--- src/rtl/spi_host_pkg.sv ---
package spi_host_pkg;
    localparam int WORD_W     = 16;
    localparam int HALF_W     = WORD_W / 2;
    localparam int DIV_W      = 7;
    localparam int BIT_EN     = 0;
    localparam int BIT_WIDE   = 2;
    localparam int BIT_EIR    = 5;
    localparam int BIT_EIW    = 6;
    localparam int BIT_CPOL   = 7;
    localparam int BIT_CPHA   = 8;
    localparam int DIV_LSB    = 9;
    localparam int REG_DATA   = 0;
    localparam int REG_CTRL   = 2;
    localparam int REG_STAT   = 4;

    typedef struct packed {
        logic [DIV_W-1:0] div;
        logic             cpha;
        logic             cpol;
        logic             eiw;
        logic             eir;
        logic             wide;
        logic             en;
    } ctrl_t;

    function automatic ctrl_t word_to_ctrl(input logic [WORD_W-1:0] w);
        ctrl_t c;
        c.en   = w[BIT_EN];
        c.wide = w[BIT_WIDE];
        c.eir  = w[BIT_EIR];
        c.eiw  = w[BIT_EIW];
        c.cpol = w[BIT_CPOL];
        c.cpha = w[BIT_CPHA];
        c.div  = w[DIV_LSB +: DIV_W];
        return c;
    endfunction

    function automatic logic [WORD_W-1:0] ctrl_to_word(input ctrl_t c);
        logic [WORD_W-1:0] w;
        w = '0;
        w[BIT_EN]            = c.en;
        w[BIT_WIDE]          = c.wide;
        w[BIT_EIR]           = c.eir;
        w[BIT_EIW]           = c.eiw;
        w[BIT_CPOL]          = c.cpol;
        w[BIT_CPHA]          = c.cpha;
        w[DIV_LSB +: DIV_W]  = c.div;
        return w;
    endfunction
endpackage

--- src/rtl/spi_host_baud.sv ---
module spi_host_baud
    import spi_host_pkg::*;
(
    input  logic             clk,
    input  logic             rst_n,
    input  logic             run,
    input  logic [DIV_W-1:0] div,
    output logic             tick
);
    logic [DIV_W-1:0] cnt_d, cnt_q;
    logic [DIV_W-1:0] limit;

    always_comb begin
        limit = (div == '0) ? DIV_W'(1) : div;
        tick  = run && (cnt_q == limit);
        if (!run || tick) begin
            cnt_d = '0;
        end else begin
            cnt_d = cnt_q + 1'b1;
        end
    end

    always_ff @(posedge clk or negedge rst_n) begin
        if (!rst_n) begin
            cnt_q <= '0;
        end else begin
            cnt_q <= cnt_d;
        end
    end
endmodule

--- src/rtl/spi_host_shift.sv ---
module spi_host_shift
    import spi_host_pkg::*;
(
    input  logic              clk,
    input  logic              rst_n,
    input  logic              start,
    input  logic [WORD_W-1:0] tx_word,
    input  logic              wide,
    input  logic              cpha,
    input  logic              en,
    input  logic              tick,
    input  logic              miso,
    output logic              busy,
    output logic              phase,
    output logic              mosi,
    output logic              done,
    output logic [WORD_W-1:0] rx_word
);
    localparam int EDGE_W = $clog2(2 * WORD_W);

    typedef struct packed {
        logic              busy;
        logic              phase;
        logic [EDGE_W-1:0] edge_n;
        logic [WORD_W-1:0] sr;
        logic              smp;
    } sh_t;

    sh_t s_d, s_q;
    logic [EDGE_W-1:0] last_edge;
    logic              is_last;
    logic              smp_edge;
    logic              out_edge;

    always_comb begin
        last_edge = wide ? EDGE_W'(2 * WORD_W - 1) : EDGE_W'(2 * HALF_W - 1);
        is_last   = (s_q.edge_n == last_edge);
        smp_edge  = (s_q.edge_n[0] == cpha);
        out_edge  = (s_q.edge_n[0] != cpha) && (s_q.edge_n != '0);
        s_d  = s_q;
        done = 1'b0;
        if (start) begin
            s_d.busy   = 1'b1;
            s_d.phase  = 1'b0;
            s_d.edge_n = '0;
            s_d.sr     = tx_word;
        end else if (s_q.busy && !en) begin
            s_d.busy  = 1'b0;
            s_d.phase = 1'b0;
        end else if (s_q.busy && tick) begin
            s_d.phase  = ~s_q.phase;
            s_d.edge_n = s_q.edge_n + 1'b1;
            if (smp_edge) begin
                s_d.smp = miso;
            end
            if (is_last) begin
                s_d.busy  = 1'b0;
                s_d.phase = 1'b0;
                s_d.sr    = {s_q.sr[WORD_W-2:0], cpha ? miso : s_q.smp};
                done      = 1'b1;
            end else if (out_edge) begin
                s_d.sr    = {s_q.sr[WORD_W-2:0], s_q.smp};
            end
        end
        rx_word = wide ? s_d.sr : {{(WORD_W-HALF_W){1'b0}}, s_d.sr[HALF_W-1:0]};
    end

    always_ff @(posedge clk or negedge rst_n) begin
        if (!rst_n) begin
            s_q <= '0;
        end else begin
            s_q <= s_d;
        end
    end

    assign busy  = s_q.busy;
    assign phase = s_q.phase;
    assign mosi  = s_q.busy && (wide ? s_q.sr[WORD_W-1] : s_q.sr[HALF_W-1]);
endmodule

--- src/rtl/spi_host_regs.sv ---
module spi_host_regs
    import spi_host_pkg::*;
#(
    parameter int ADDR_W = 3
) (
    input  logic              clk,
    input  logic              rst_n,
    input  logic              bus_wr,
    input  logic              bus_rd,
    input  logic [ADDR_W-1:0] bus_addr,
    input  logic [WORD_W-1:0] bus_wdata,
    input  logic              bus_wide,
    input  logic              busy,
    input  logic              done,
    input  logic [WORD_W-1:0] rx_word,
    output ctrl_t             ctrl,
    output logic              start,
    output logic [WORD_W-1:0] tx_word,
    output logic [WORD_W-1:0] rdata,
    output logic              irq
);
    typedef struct packed {
        ctrl_t             ctrl;
        logic              rbf;
        logic [WORD_W-1:0] rx;
    } rg_t;

    rg_t r_d, r_q;
    logic hit_data, hit_ctrl, hit_stat;
    logic [WORD_W-1:0] ctrl_word;
    logic rbf_w;

    always_comb begin
        hit_data  = (bus_addr == ADDR_W'(REG_DATA));
        hit_ctrl  = (bus_addr == ADDR_W'(REG_CTRL));
        hit_stat  = (bus_addr == ADDR_W'(REG_STAT));
        ctrl_word = ctrl_to_word(r_q.ctrl);
        tx_word   = bus_wide ? bus_wdata : {{(WORD_W-HALF_W){1'b0}}, bus_wdata[HALF_W-1:0]};
        start     = bus_wr && hit_data && r_q.ctrl.en && !busy;

        r_d = r_q;
        if (bus_wr && hit_ctrl) begin
            if (bus_wide) begin
                r_d.ctrl = word_to_ctrl(bus_wdata);
            end else begin
                r_d.ctrl = word_to_ctrl({ctrl_word[WORD_W-1:HALF_W], bus_wdata[HALF_W-1:0]});
            end
        end
        if (bus_rd && hit_data) begin
            r_d.rbf = 1'b0;
        end
        if (done) begin
            r_d.rbf = 1'b1;
            r_d.rx  = rx_word;
        end

        rdata = '0;
        if (hit_data) begin
            rdata = r_q.rx;
        end else if (hit_ctrl) begin
            rdata = ctrl_word;
        end else if (hit_stat) begin
            rdata = {{(WORD_W-2){1'b0}}, r_q.rbf, busy};
        end
    end

    always_ff @(posedge clk or negedge rst_n) begin
        if (!rst_n) begin
            r_q <= '0;
        end else begin
            r_q <= r_d;
        end
    end

    assign rbf_w = r_q.rbf;
    assign ctrl  = r_q.ctrl;
    assign irq   = (rbf_w && r_q.ctrl.eir) || (!busy && r_q.ctrl.eiw && r_q.ctrl.en);
endmodule

--- src/rtl/spi_host_ctrl.sv ---
module spi_host_ctrl
    import spi_host_pkg::*;
#(
    parameter int ADDR_W = 3
) (
    input  logic              clk,
    input  logic              rst_n,
    input  logic              bus_wr,
    input  logic              bus_rd,
    input  logic [ADDR_W-1:0] bus_addr,
    input  logic [WORD_W-1:0] bus_wdata,
    input  logic              bus_wide,
    output logic [WORD_W-1:0] bus_rdata,
    output logic              spi_sclk,
    output logic              spi_mosi,
    input  logic              spi_miso,
    output logic              irq
);
    ctrl_t             ctrl;
    logic              start;
    logic [WORD_W-1:0] tx_word;
    logic              busy;
    logic              phase;
    logic              done;
    logic [WORD_W-1:0] rx_word;
    logic              tick;

    spi_host_regs #(.ADDR_W(ADDR_W)) u_regs (
        .clk       (clk),
        .rst_n     (rst_n),
        .bus_wr    (bus_wr),
        .bus_rd    (bus_rd),
        .bus_addr  (bus_addr),
        .bus_wdata (bus_wdata),
        .bus_wide  (bus_wide),
        .busy      (busy),
        .done      (done),
        .rx_word   (rx_word),
        .ctrl      (ctrl),
        .start     (start),
        .tx_word   (tx_word),
        .rdata     (bus_rdata),
        .irq       (irq)
    );

    spi_host_baud u_baud (
        .clk   (clk),
        .rst_n (rst_n),
        .run   (busy && ctrl.en),
        .div   (ctrl.div),
        .tick  (tick)
    );

    spi_host_shift u_shift (
        .clk     (clk),
        .rst_n   (rst_n),
        .start   (start),
        .tx_word (tx_word),
        .wide    (ctrl.wide),
        .cpha    (ctrl.cpha),
        .en      (ctrl.en),
        .tick    (tick),
        .miso    (spi_miso),
        .busy    (busy),
        .phase   (phase),
        .mosi    (spi_mosi),
        .done    (done),
        .rx_word (rx_word)
    );

    assign spi_sclk = ctrl.cpol ^ phase;
endmodule

--- config.mk ---
export PLATFORM = sky130hd
export DESIGN_NAME = spi_host_ctrl
export DESIGN_NICKNAME = d
export VERILOG_FILES = /design/src/rtl/spi_host_pkg.sv /design/src/rtl/spi_host_baud.sv /design/src/rtl/spi_host_shift.sv /design/src/rtl/spi_host_regs.sv /design/src/rtl/spi_host_ctrl.sv
export SDC_FILE = /design/constraint.sdc
export NUM_CORES = 1
export LEC_CHECK = 0
export BUFFER_PORTS_ARGS = -buffer_cell sky130_fd_sc_hd__buf_2
export CAP_MARGIN = 5
export CORE_UTILIZATION = 62
export DETAILED_ROUTE_END_ITERATION = 8
export GPL_ROUTABILITY_DRIVEN = 0
export HOLD_SLACK_MARGIN = 0.08
export PLACE_DENSITY = 0.85
export SLEW_MARGIN = 20
export SYNTH_ARGS = -nofsm -noshare
export SYNTH_HDL_FRONTEND = slang
export SYNTH_SLANG_ARGS = --single-unit
--- constraint.sdc ---
create_clock -name clk -period 7.7 [get_ports clk]
set_input_delay 1.155 -clock clk [delete_from_list [all_inputs] [get_ports clk]]
set_output_delay 1.155 -clock clk [all_outputs]
set_load 0.1 [all_outputs]
=== After elaboration in Yosys (flattened, before gate mapping) ===
Cells that the tools add are included.
Widths: inputs -> output; s select.

* Register bits after elaboration: 61
* Word-level logic and storage cells: 82

* Add/sub/neg operators: 2
* Equal/unequal tests: 7
* Mux-type cells: 24
* Bitwise logic cells: 4
* Reduce and logical (&&, ||, !) cells: 30

{| class="wikitable"
|+ Operators with widths
! kind !! count
|-
| $mux 16 || 6
|-
| $mux 24 || 1
|-
| $mux 23 || 1
|-
| $mux 22 || 1
|-
| $mux 17 || 1
|-
| $logic_and 1x1->1 || 14
|-
| $mux 7 || 2
|-
| $mux 1 || 8
|-
| $add 7x1->7 const B || 1
|-
| $eq 7x7->1 || 1
|-
| $logic_not 7->1 || 1
|-
| $mux 2 || 3
|-
| $reduce_and 2->1 || 3
|-
| $reduce_bool 3->1 || 2
|-
| $add 5x1->5 const B || 1
|-
| $eq 5x5->1 || 1
|-
| $mux 5 || 1
|-
| $reduce_bool 5->1 || 1
|-
| $reduce_and 4->1 || 1
|-
| $reduce_bool 2->1 || 2
|-
| $eq 3x2->1 const B || 1
|-
| $eq 3x3->1 const B || 1
|-
| $logic_not 1->1 || 3
|-
| $logic_not 3->1 || 1
|-
| 6 further kinds || 9
|}

=== Logic depth before layout (Yosys ltp) ===
Gate-level depths: netlist (run 1).

* Depth in word-level cells: 10
* Mapped depth: 9
* Gate-level depth less buffers: 8

=== Cells and area by module ===
A second synthesis (run 1) with hierarchy kept.

* Cells, all modules: 345
* Area total of the unflattened synthesis: 3627.2 um2

{| class="wikitable"
|+ By module, submodules not included
! module !! times used !! cells an instance !! area each (um2)
|-
| spi_host_regs || 1 || 135 || 1650.3
|-
| spi_host_shift || 1 || 165 || 1524.0
|-
| spi_host_baud || 1 || 43 || 437.9
|-
| spi_host_ctrl || 1 || 2 || 15.0
|}

=== Least setup slack after synthesis (run 1) ===
Ideal clock, no wire load.

* Path type: input-to-output
* Start: in bus_addr[1]
* End: out bus_rdata[1]
* Arrival: 3737 ps
* Required time: 6545 ps
* Setup slack: 2808 ps
* Stages on the path: 3
* Path buffers: 2
* Cell sequence: buf_2 buf_1 nor3_1

* Word-level cells in the longest chain between the ends: 4
* Elaborated cells on any way between the ends: 6
* Those cells by class: eq/ne (2); mux (3); reduce/logical (1)

{| class="wikitable"
|+ RTL lines
! element !! RTL line !! RTL
|-
| from (decl) || spi_host_ctrl.sv:10 || <nowiki>input logic [ADDR_W-1:0] bus_addr,</nowiki>
|-
| $eq 3x3->1 || spi_host_regs.sv:36 || <nowiki>hit_stat = (bus_addr == ADDR_W'(REG_STAT));</nowiki>
|-
| $mux 2 || spi_host_regs.sv:62 || <nowiki>end else if (hit_stat) begin</nowiki>
|-
| $mux 16 || spi_host_regs.sv:60 || <nowiki>end else if (hit_ctrl) begin</nowiki>
|-
| $mux 16 (*) || spi_host_regs.sv:58 || <nowiki>if (hit_data) begin</nowiki>
|-
| to (decl) || spi_host_ctrl.sv:13 || <nowiki>output logic [WORD_W-1:0] bus_rdata,</nowiki>
|}

Every way passes the cells marked *; elsewhere a longest branch is shown, timed or not.

=== Worst setup path after layout (run 1) ===
* Start: in bus_addr[2]
* End: out bus_rdata[3]

* Word-level cells in the longest chain between the ends: 2

{| class="wikitable"
|+ RTL lines
! element !! RTL line !! RTL
|-
| $logic_not 3->1 || spi_host_regs.sv:34 || <nowiki>hit_data = (bus_addr == ADDR_W'(REG_DATA));</nowiki>
|-
| $mux 16 || spi_host_regs.sv:58 ||
|}

No other way between the ends.

==> results of run 1 <==
[state kept, by name, indices dropped and copies added, names as in the netlist]
signal	count
u_shift.s_q	22
u_regs.r_q	16
u_regs.ctrl	13
u_baud.cnt_q	7
u_regs.rbf_w	1
u_shift.busy	1
u_shift.phase	1
[cells by family after synthesis]
| kind of cell | Yosys count | share of synthesized area |
|---|---|---|
| xor gates and xnor gates | 16 | 0.0442 |
| DFF | 61 | 0.481 |
| muxes | 57 | 0.201 |
| adders and majority gates | 3 | 0.0118 |
| AOI/OAI and AO/OA | 41 | 0.0939 |
| buffers and inverters | 20 | 0.0311 |
| and+or+nand+nor | 84 | 0.136 |
[through the flow]
stage,cells,hold slack (ps),area [µm²]
2_1_floorplan,282,466,3170
3_3_place_gp,378,487,3400
3_5_place_dp,378,493,3400
4_1_cts,394,507,3610
5_1_grt,394,530,3610
6_report,394,515,3610
[layout make-up]
| type | count | area (µm²) | area share |
|---|---|---|---|
| Multi-Input combinational cell | 201 | 1550 | 0.429 |
| Sequential cell | 61 | 1530 | 0.423 |
| Timing Repair Buffer | 44 | 223 | 0.0617 |
| Clock buffer | 12 | 165 | 0.0458 |
| Tap cell | 67 | 83.8 | 0.0232 |
| Clock inverter | 4 | 45.0 | 0.0125 |
| Inverter | 5 | 18.8 | 0.00520 |
[power breakdown]
group | total (µW) | switching (µW) | internal, µW
combinational | 229 | 138 | 91.0
clock | 297 | 122 | 174
sequential | 435 | 59.8 | 376
total | 961 | 320 | 641
[worst max-delay path by stage]
stage,start,end,slack [ps],depth (start not counted)
2_1_floorplan,bus_addr[1],bus_rdata[1],2810,3
3_3_place_gp,bus_addr[2],bus_rdata[3],4120,5
3_5_place_dp,bus_addr[2],bus_rdata[3],4080,5
4_1_cts,bus_addr[2],bus_rdata[3],4080,5
5_1_grt,bus_addr[2],bus_rdata[4],4010,5
6_report,bus_addr[2],bus_rdata[3],4060,5
[synthesized netlist by cell type, types with 2 or more instances]
library cell,n,area share
sky130_fd_sc_hd__a21oi_1,2,0.0032
sky130_fd_sc_hd__ha_1,3,0.012
sky130_fd_sc_hd__or2_2,3,0.0059
sky130_fd_sc_hd__nor2b_1,4,0.0079
sky130_fd_sc_hd__nand2_1,22,0.026
sky130_fd_sc_hd__xor2_1,5,0.014
sky130_fd_sc_hd__nand3_1,3,0.0047
sky130_fd_sc_hd__and3_1,2,0.0039
sky130_fd_sc_hd__mux2_2,21,0.075
sky130_fd_sc_hd__nor3_1,2,0.0032
sky130_fd_sc_hd__nand4_1,5,0.0099
sky130_fd_sc_hd__dfrtp_1,61,0.48
sky130_fd_sc_hd__a22oi_1,16,0.038
sky130_fd_sc_hd__inv_1,5,0.0059
sky130_fd_sc_hd__a22o_1,9,0.025
sky130_fd_sc_hd__o21ai_0,8,0.013
sky130_fd_sc_hd__and2_1,4,0.0079
sky130_fd_sc_hd__xnor2_1,11,0.030
sky130_fd_sc_hd__mux2i_1,32,0.10
sky130_fd_sc_hd__buf_6,3,0.011
sky130_fd_sc_hd__nor2_1,27,0.032
sky130_fd_sc_hd__clkbuf_1,10,0.012
sky130_fd_sc_hd__mux2i_4,3,0.021
[per-layer routing]
layer,routed length (µm),up-vias,part of all wire
met1,3150,1177,0.45
met5,0,-,0
met3,218,13,0.031
met4,116,0,0.017
li1,-,1090,-
met2,3460,44,0.50
[worst reg2reg max path, stage by stage (launching register included)]
cell and delay, ps:
sky130_fd_sc_hd__dfrtp_1 420, sky130_fd_sc_hd__nor4_1 350, sky130_fd_sc_hd__mux2_4 350, sky130_fd_sc_hd__nor4_4 620, sky130_fd_sc_hd__and2b_1 530, sky130_fd_sc_hd__mux2_2 400
==> results.txt, run 1 <==
----------------------------------------------------
[Synth]
  Ys async rst share ... 1.00
  Post-Synthesis Mean Instance Area ... 11.3 µm²
  Number of register bits inferred by synthesis ... 61
  Main flop type after synthesis ... sky130_fd_sc_hd__dfrtp_1
  Sequential fraction of the synthesis area ... 0.481
  Synth Cell Area ... 0.00317 mm²
  Number of enable-type register cells in the synthesized netlist ... 0
  YS warnings ... 0
  Total nets after synthesis ... 310
  Synth Instances ... 282
  Synth unique cells ... 44

[STA]
  Final Critical Period ... 3640 ps
  Post-route setup slack ... 4060 ps
  Tightest slew margin relative to the limit ... 0.362
  Final period utilization ... 0.473
  Maximum clock frequency ... 275 MHz
  Setup repair after global routing missed its margin ... false
  Slew of the pin with the lowest slew margin ... 952 ps
  Number of endpoints failing setup at the final stage ... 0
  Number of hold-slack violations in the final timing report ... 0
  Accumulated negative setup slack ... 0 ps
  Final clock skew ... 9.21 ps
  Count of final max-slew check failures ... 0

[Worst setup path]
  Kind of critical path ... input pin to output port
  Crit. End Element ... output port
  Critical path data arrival time ... 2490 ps
  Reg2reg start ... u_regs.ctrl[10]$_DFFE_PN0P_
  Cell depth of the worst flop-to-flop path ... 5
  Slowest CP cell ... sky130_fd_sc_hd__or2_2
  Category of cells accounting for the largest share of critical-path delay ... simple AND/OR/NAND/NOR gates
  Number of buffer and inverter stages on the critical path ... 2
  Critical Path Start Type ... input pin
  Register-to-Register Setup Slack ... 4910 ps
  Maximum single-stage delay on the critical path ... 430 ps
  Max FO, Critical Path ... 13
  Worst reg2reg endpoint ... u_regs.r_q[1]$_DFFE_PN0P_
  Critical Path Most Common Cell ... sky130_fd_sc_hd__buf_2
  Data required time at the worst endpoint ... 6550 ps
  Cells along the critical path ... buf_2 -> or2_2 -> nor2_1 -> and2_1 -> buf_2

[Min path]
  Hold crit path type ... register to register
  Startpoint of the lowest-slack hold path ... u_regs.r_q[4]$_DFFE_PN0P_
  Capture endpoint of the worst hold path ... u_regs.r_q[4]$_DFFE_PN0P_
  Cells on Worst Hold Path ... 1

[Power and ir drop]
  Design Power ... 961 µW
  Maximum vdd ir drop ... 0.000174 V
  PwrDens ... 266 mW/mm²
  Static Leak ... 0.00178 µW

[Drt]
  Remaining antenna violation count ... 0
  Number of remaining DRC errors ... 0
  Drt total wl ... 6940 µm
  Routed vias/inst ... 5.90
  Vias ... 2324
  Drt first pass iters ... 4
  Per-cell routed wire length ... 17.6 µm
  Number of DRC markers after the initial detailed-route iteration ... 157

[Placement]
  Number of input and output port buffers inserted ... 43
  Pre-CTS setup slack ... 4080 ps
  Sum of net half-perimeters after detailed placement ... 4780 µm

[Clock tree]
  Cell at the root of the clock tree ... sky130_fd_sc_hd__clkbuf_8
  Clock insertion delay at the later pin of the skew report ... 340 ps
  Clock-pin slew on the worst setup and hold paths ... 60 ps
  Htree depth ... 3
  Post-cts gate resize count ... 0
  Hold-fix buffers, CTS ... 0
  Max clock buf depth ... 2
  CTS tree ... done
  Total setup buffers inserted after CTS ... 0
  Clock buffer count from CTS ... 9
  Clock sink count ... 61

[GRT]
  Largest net degree at the start of global routing ... 62
  All-Layer GR Usage ... 0.290
  Remaining global-route overflow ... 0
  Global-route wire length before repair ... 11500 µm
  Global routing usage on met2 ... 0.476
  Met1 usage ... 0.375
  Global routing usage on met3 ... 0.0658
  Gr busiest metal ... met2
  Vias in the first global route ... 2400
  Initial antenna violation count ... 0

[Die]
  Area of the core ... 0.00482 mm²
  Die H ... 73.5 µm
  Die width ... 73.5 µm
  Count of boundary I/O pins ... 44
  Initial Utilization ... 0.659
  FP Rows ... 25
  Die Area ... 0.00541 mm²

[Cells and area]
  Final Net Count ... 350
  Fraction of final layout cells sized beyond drive strength 1 ... 0.278
  Most common library cell in the layout ignoring fill and taps ... sky130_fd_sc_hd__dfrtp_1
  Fill cell count ... 352
  Top library cells by usage in the layout, fill and taps aside ... sky130_fd_sc_hd__dfrtp_1, sky130_fd_sc_hd__buf_2, sky130_fd_sc_hd__mux2i_1
  Fraction of the core area covered by cells at the end of the flow ... 0.749
  Antenna diode instance count ... 0
  Post-synthesis to final-layout area growth ... 13.8%

[Run]
  Max-cap viol count ... 0

[Run status]
  Run status ... finished clean

----------------------------------------------------
Power figures use the tool's default switching activity.
==> run 2, diff against run 1 <==
--- a/config.mk
+++ b/config.mk
@@ -7,11 +7,11 @@
 export LEC_CHECK = 0
 export BUFFER_PORTS_ARGS = -buffer_cell sky130_fd_sc_hd__buf_2
 export CAP_MARGIN = 5
-export CORE_UTILIZATION = 62
+export CORE_UTILIZATION = 57
 export DETAILED_ROUTE_END_ITERATION = 8
 export GPL_ROUTABILITY_DRIVEN = 0
 export HOLD_SLACK_MARGIN = 0.08
-export PLACE_DENSITY = 0.85
+export PLACE_DENSITY = 0.79
 export SLEW_MARGIN = 20
 export SYNTH_ARGS = -nofsm -noshare
 export SYNTH_HDL_FRONTEND = slang
==> constraint.sdc (replaced) <==
create_clock -name clk -period 3.4 [get_ports clk]
set_input_delay 0.51 -clock clk [delete_from_list [all_inputs] [get_ports clk]]
set_output_delay 0.51 -clock clk [all_outputs]
set_load 0.1 [all_outputs]
==> results.txt, run 2 (synthesized netlist as in run 1, its figures left out) <==
----------------------------------------------------
[Run status]
  Run status ... finished clean (unchanged)

[Die]
  Die H ... 76.6 µm (was 73.5 µm)
  Die width ... 76.6 µm (was 73.5 µm)
  Area of the core ... 0.00524 mm² (was 0.00482 mm²)
  Count of boundary I/O pins ... 44 (unchanged)
  FP Rows ... 26 (was 25)
  Initial Utilization ... 0.606 (was 0.659)
  Die Area ... 0.00587 mm² (was 0.00541 mm²)

[Cells and area]
  Post-synthesis to final-layout area growth ... 13.3% (was 13.8%)
  Fraction of the core area covered by cells at the end of the flow ... 0.687 (was 0.749)
  Register cell area after layout ... 0.00153 mm² (unchanged)
  Fill cell count ... 413 (was 352)
  Most common library cell in the layout ignoring fill and taps ... sky130_fd_sc_hd__dfrtp_1 (unchanged)
  Antenna diode instance count ... 0 (unchanged)
  Register with the most flip-flops ... u_shift.s_q (unchanged)
  Max FFs per register ... 22 (unchanged)
  Top library cells by usage in the layout, fill and taps aside ... sky130_fd_sc_hd__dfrtp_1, sky130_fd_sc_hd__buf_2, sky130_fd_sc_hd__mux2i_1 (unchanged)
  Final Net Count ... 351 (was 350)
  Count of placed standard cells in the final layout, fillers left out ... 397 (was 394)
  Total area of multi-input combinational cells ... 0.00155 mm² (about the same)
  Fraction of final layout cells sized beyond drive strength 1 ... 0.275 (was 0.278)

[STA]
  Maximum clock frequency ... 354 MHz
  Setup repair after global routing missed its margin ... false (unchanged)
  Final period utilization ... 0.830
  Slew of the pin with the lowest slew margin ... 677 ps (was 952 ps)
  Count of final max-slew check failures ... 0 (unchanged)
  Accumulated negative setup slack ... 0 ps (unchanged)
  Tightest slew margin relative to the limit ... 0.545 (was 0.362)
  Number of hold-slack violations in the final timing report ... 0 (unchanged)
  Final clock skew ... 8.97 ps (was 9.21 ps)
  Final Critical Period ... 2820 ps
  Number of endpoints failing setup at the final stage ... 0 (unchanged)

[Power and ir drop]
  Static Leak ... 0.00176 µW (was 0.00178 µW)
  PwrDens ... 583 mW/mm² (was 266 mW/mm²)
  Maximum vdd ir drop ... 0.000361 V (was 0.000174 V)

[Clock tree]
  Post-cts gate resize count ... 0 (unchanged)
  Total setup buffers inserted after CTS ... 0 (unchanged)
  Clock buffer count from CTS ... 9 (unchanged)
  Clock-pin slew on the worst setup and hold paths ... 70 ps (was 60 ps)
  Clock sink count ... 61 (unchanged)
  Cell at the root of the clock tree ... sky130_fd_sc_hd__clkbuf_8 (unchanged)
  Max clock buf depth ... 2 (unchanged)
  CTS tree ... done (unchanged)
  Clock insertion delay at the later pin of the skew report ... 350 ps (was 340 ps)
  Htree depth ... 3 (unchanged)
  Hold-fix buffers, CTS ... 0 (unchanged)

[Worst setup path]
  Max FO, Critical Path ... 10 (was 13)
  Critical path data arrival time ... 3100 ps (was 2490 ps)
  Kind of critical path ... register to register (was input pin to output port)
  Data required time at the worst endpoint ... 3670 ps (was 6550 ps)
  Critical Path Start Type ... register (was input pin)
  Cell depth of the worst flop-to-flop path ... 6 (was 5)
  Crit. End Element ... register (was output port)

[Drt]
  Number of DRC markers after the initial detailed-route iteration ... 118 (was 157)
  Drt first pass iters ... 6 (was 4)
  Routed vias/inst ... 5.83 (was 5.90)
  Per-cell routed wire length ... 17.7 µm (was 17.6 µm)
  Number of remaining DRC errors ... 0 (unchanged)
  Vias ... 2315 (was 2324)
  Remaining antenna violation count ... 0 (unchanged)
  Drt total wl ... 7050 µm (was 6940 µm)

[GRT]
  All-Layer GR Usage ... 0.257 (was 0.290)
  Remaining global-route overflow ... 0 (unchanged)
  Global-route wire length before repair ... 11400 µm (was 11500 µm)
  Largest net degree at the start of global routing ... 50 (was 62)
  Initial antenna violation count ... 0 (unchanged)
  Vias in the first global route ... 2271 (was 2400)

[Placement]
  Sum of net half-perimeters after detailed placement ... 4940 µm (was 4780 µm)
  Number of placed instances with taps included ... 382 (was 378)
  Number of input and output port buffers inserted ... 43 (unchanged)

[Run]
  Max-cap viol count ... 0 (unchanged)

[Min path]
  Hold crit path type ... input pin to async pin (was register to register)

----------------------------------------------------
[run 2: changes by cell type in the layout (fill, tap and decap cells not counted)]
cell                        delta
sky130_fd_sc_hd__clkinv_2      -2
sky130_fd_sc_hd__nor3_1        -1
sky130_fd_sc_hd__nor3_2        +1
sky130_fd_sc_hd__clkbuf_1      +2
sky130_fd_sc_hd__buf_4         +2
sky130_fd_sc_hd__buf_2         -1
sky130_fd_sc_hd__bufinv_16     -1
[run 2: path summary, 6_finish.rpt]
check	start	to	slack, ps
worst max register to register	u_regs.ctrl[10]$_DFFE_PN0P_	u_regs.r_q[12]$_DFFE_PN0P_	580
worst max-delay path	u_regs.ctrl[10]$_DFFE_PN0P_	u_regs.r_q[12]$_DFFE_PN0P_	580
worst min-delay path	rst_n	u_regs.rbf_w$_DFFE_PN0P_	180
max in group asynchronous	rst_n	u_shift.s_q[11]$_DFF_PN0_	2600
min in group clk	bus_wdata[3]	u_shift.s_q[4]$_DFF_PN0_	370
worst min register to register	u_regs.r_q[4]$_DFFE_PN0P_	u_regs.r_q[4]$_DFFE_PN0P_	500
[run 2: layout make-up]
class,count,area share
Multi-Input combinational cell,201,0.432
Sequential cell,61,0.424
Timing Repair Buffer,45,0.0647
Clock buffer,14,0.0480
Tap cell,70,0.0244
Inverter,5,0.00522
Clock inverter,1,0.00139
[run 2: where the power goes]
group / switching [µW] / internal [µW]
clock: 269 / 320
combinational: 312 / 206
sequential: 139 / 851
[run 2: per-layer routing]
metal,global-route usage,share of wire,up-vias
li1,-,-,1084
met1,0.359,0.46,1135
met2,0.374,0.45,83
met3,0.0826,0.072,13
met4,0.0942,0.016,0
met5,0,0,-
[run 2: worst max-delay path, cell delays in order, from the launching register on]
cell and delay (ps):
sky130_fd_sc_hd__dfrtp_1 420, sky130_fd_sc_hd__nor4_1 380, sky130_fd_sc_hd__mux2_4 360, sky130_fd_sc_hd__nor4_4 650, sky130_fd_sc_hd__and2b_1 490, sky130_fd_sc_hd__and2_4 290, sky130_fd_sc_hd__a22o_1 150
[run 2: through the flow]
| stage | instance area (µm²) | hold slack [ps] | total power, µW | worst slack (ps) |
|---|---|---|---|---|
| floorplan | 3180 | 214 | 1370 | 322 |
| global placement | 3420 | 485 | 1490 | 725 |
| detailed placement | 3420 | 491 | 1510 | 626 |
| CTS | 3590 | 371 | 2100 | 596 |
| global route | 3600 | 233 | 2190 | 489 |
| finish | 3600 | 181 | 2100 | 578 |
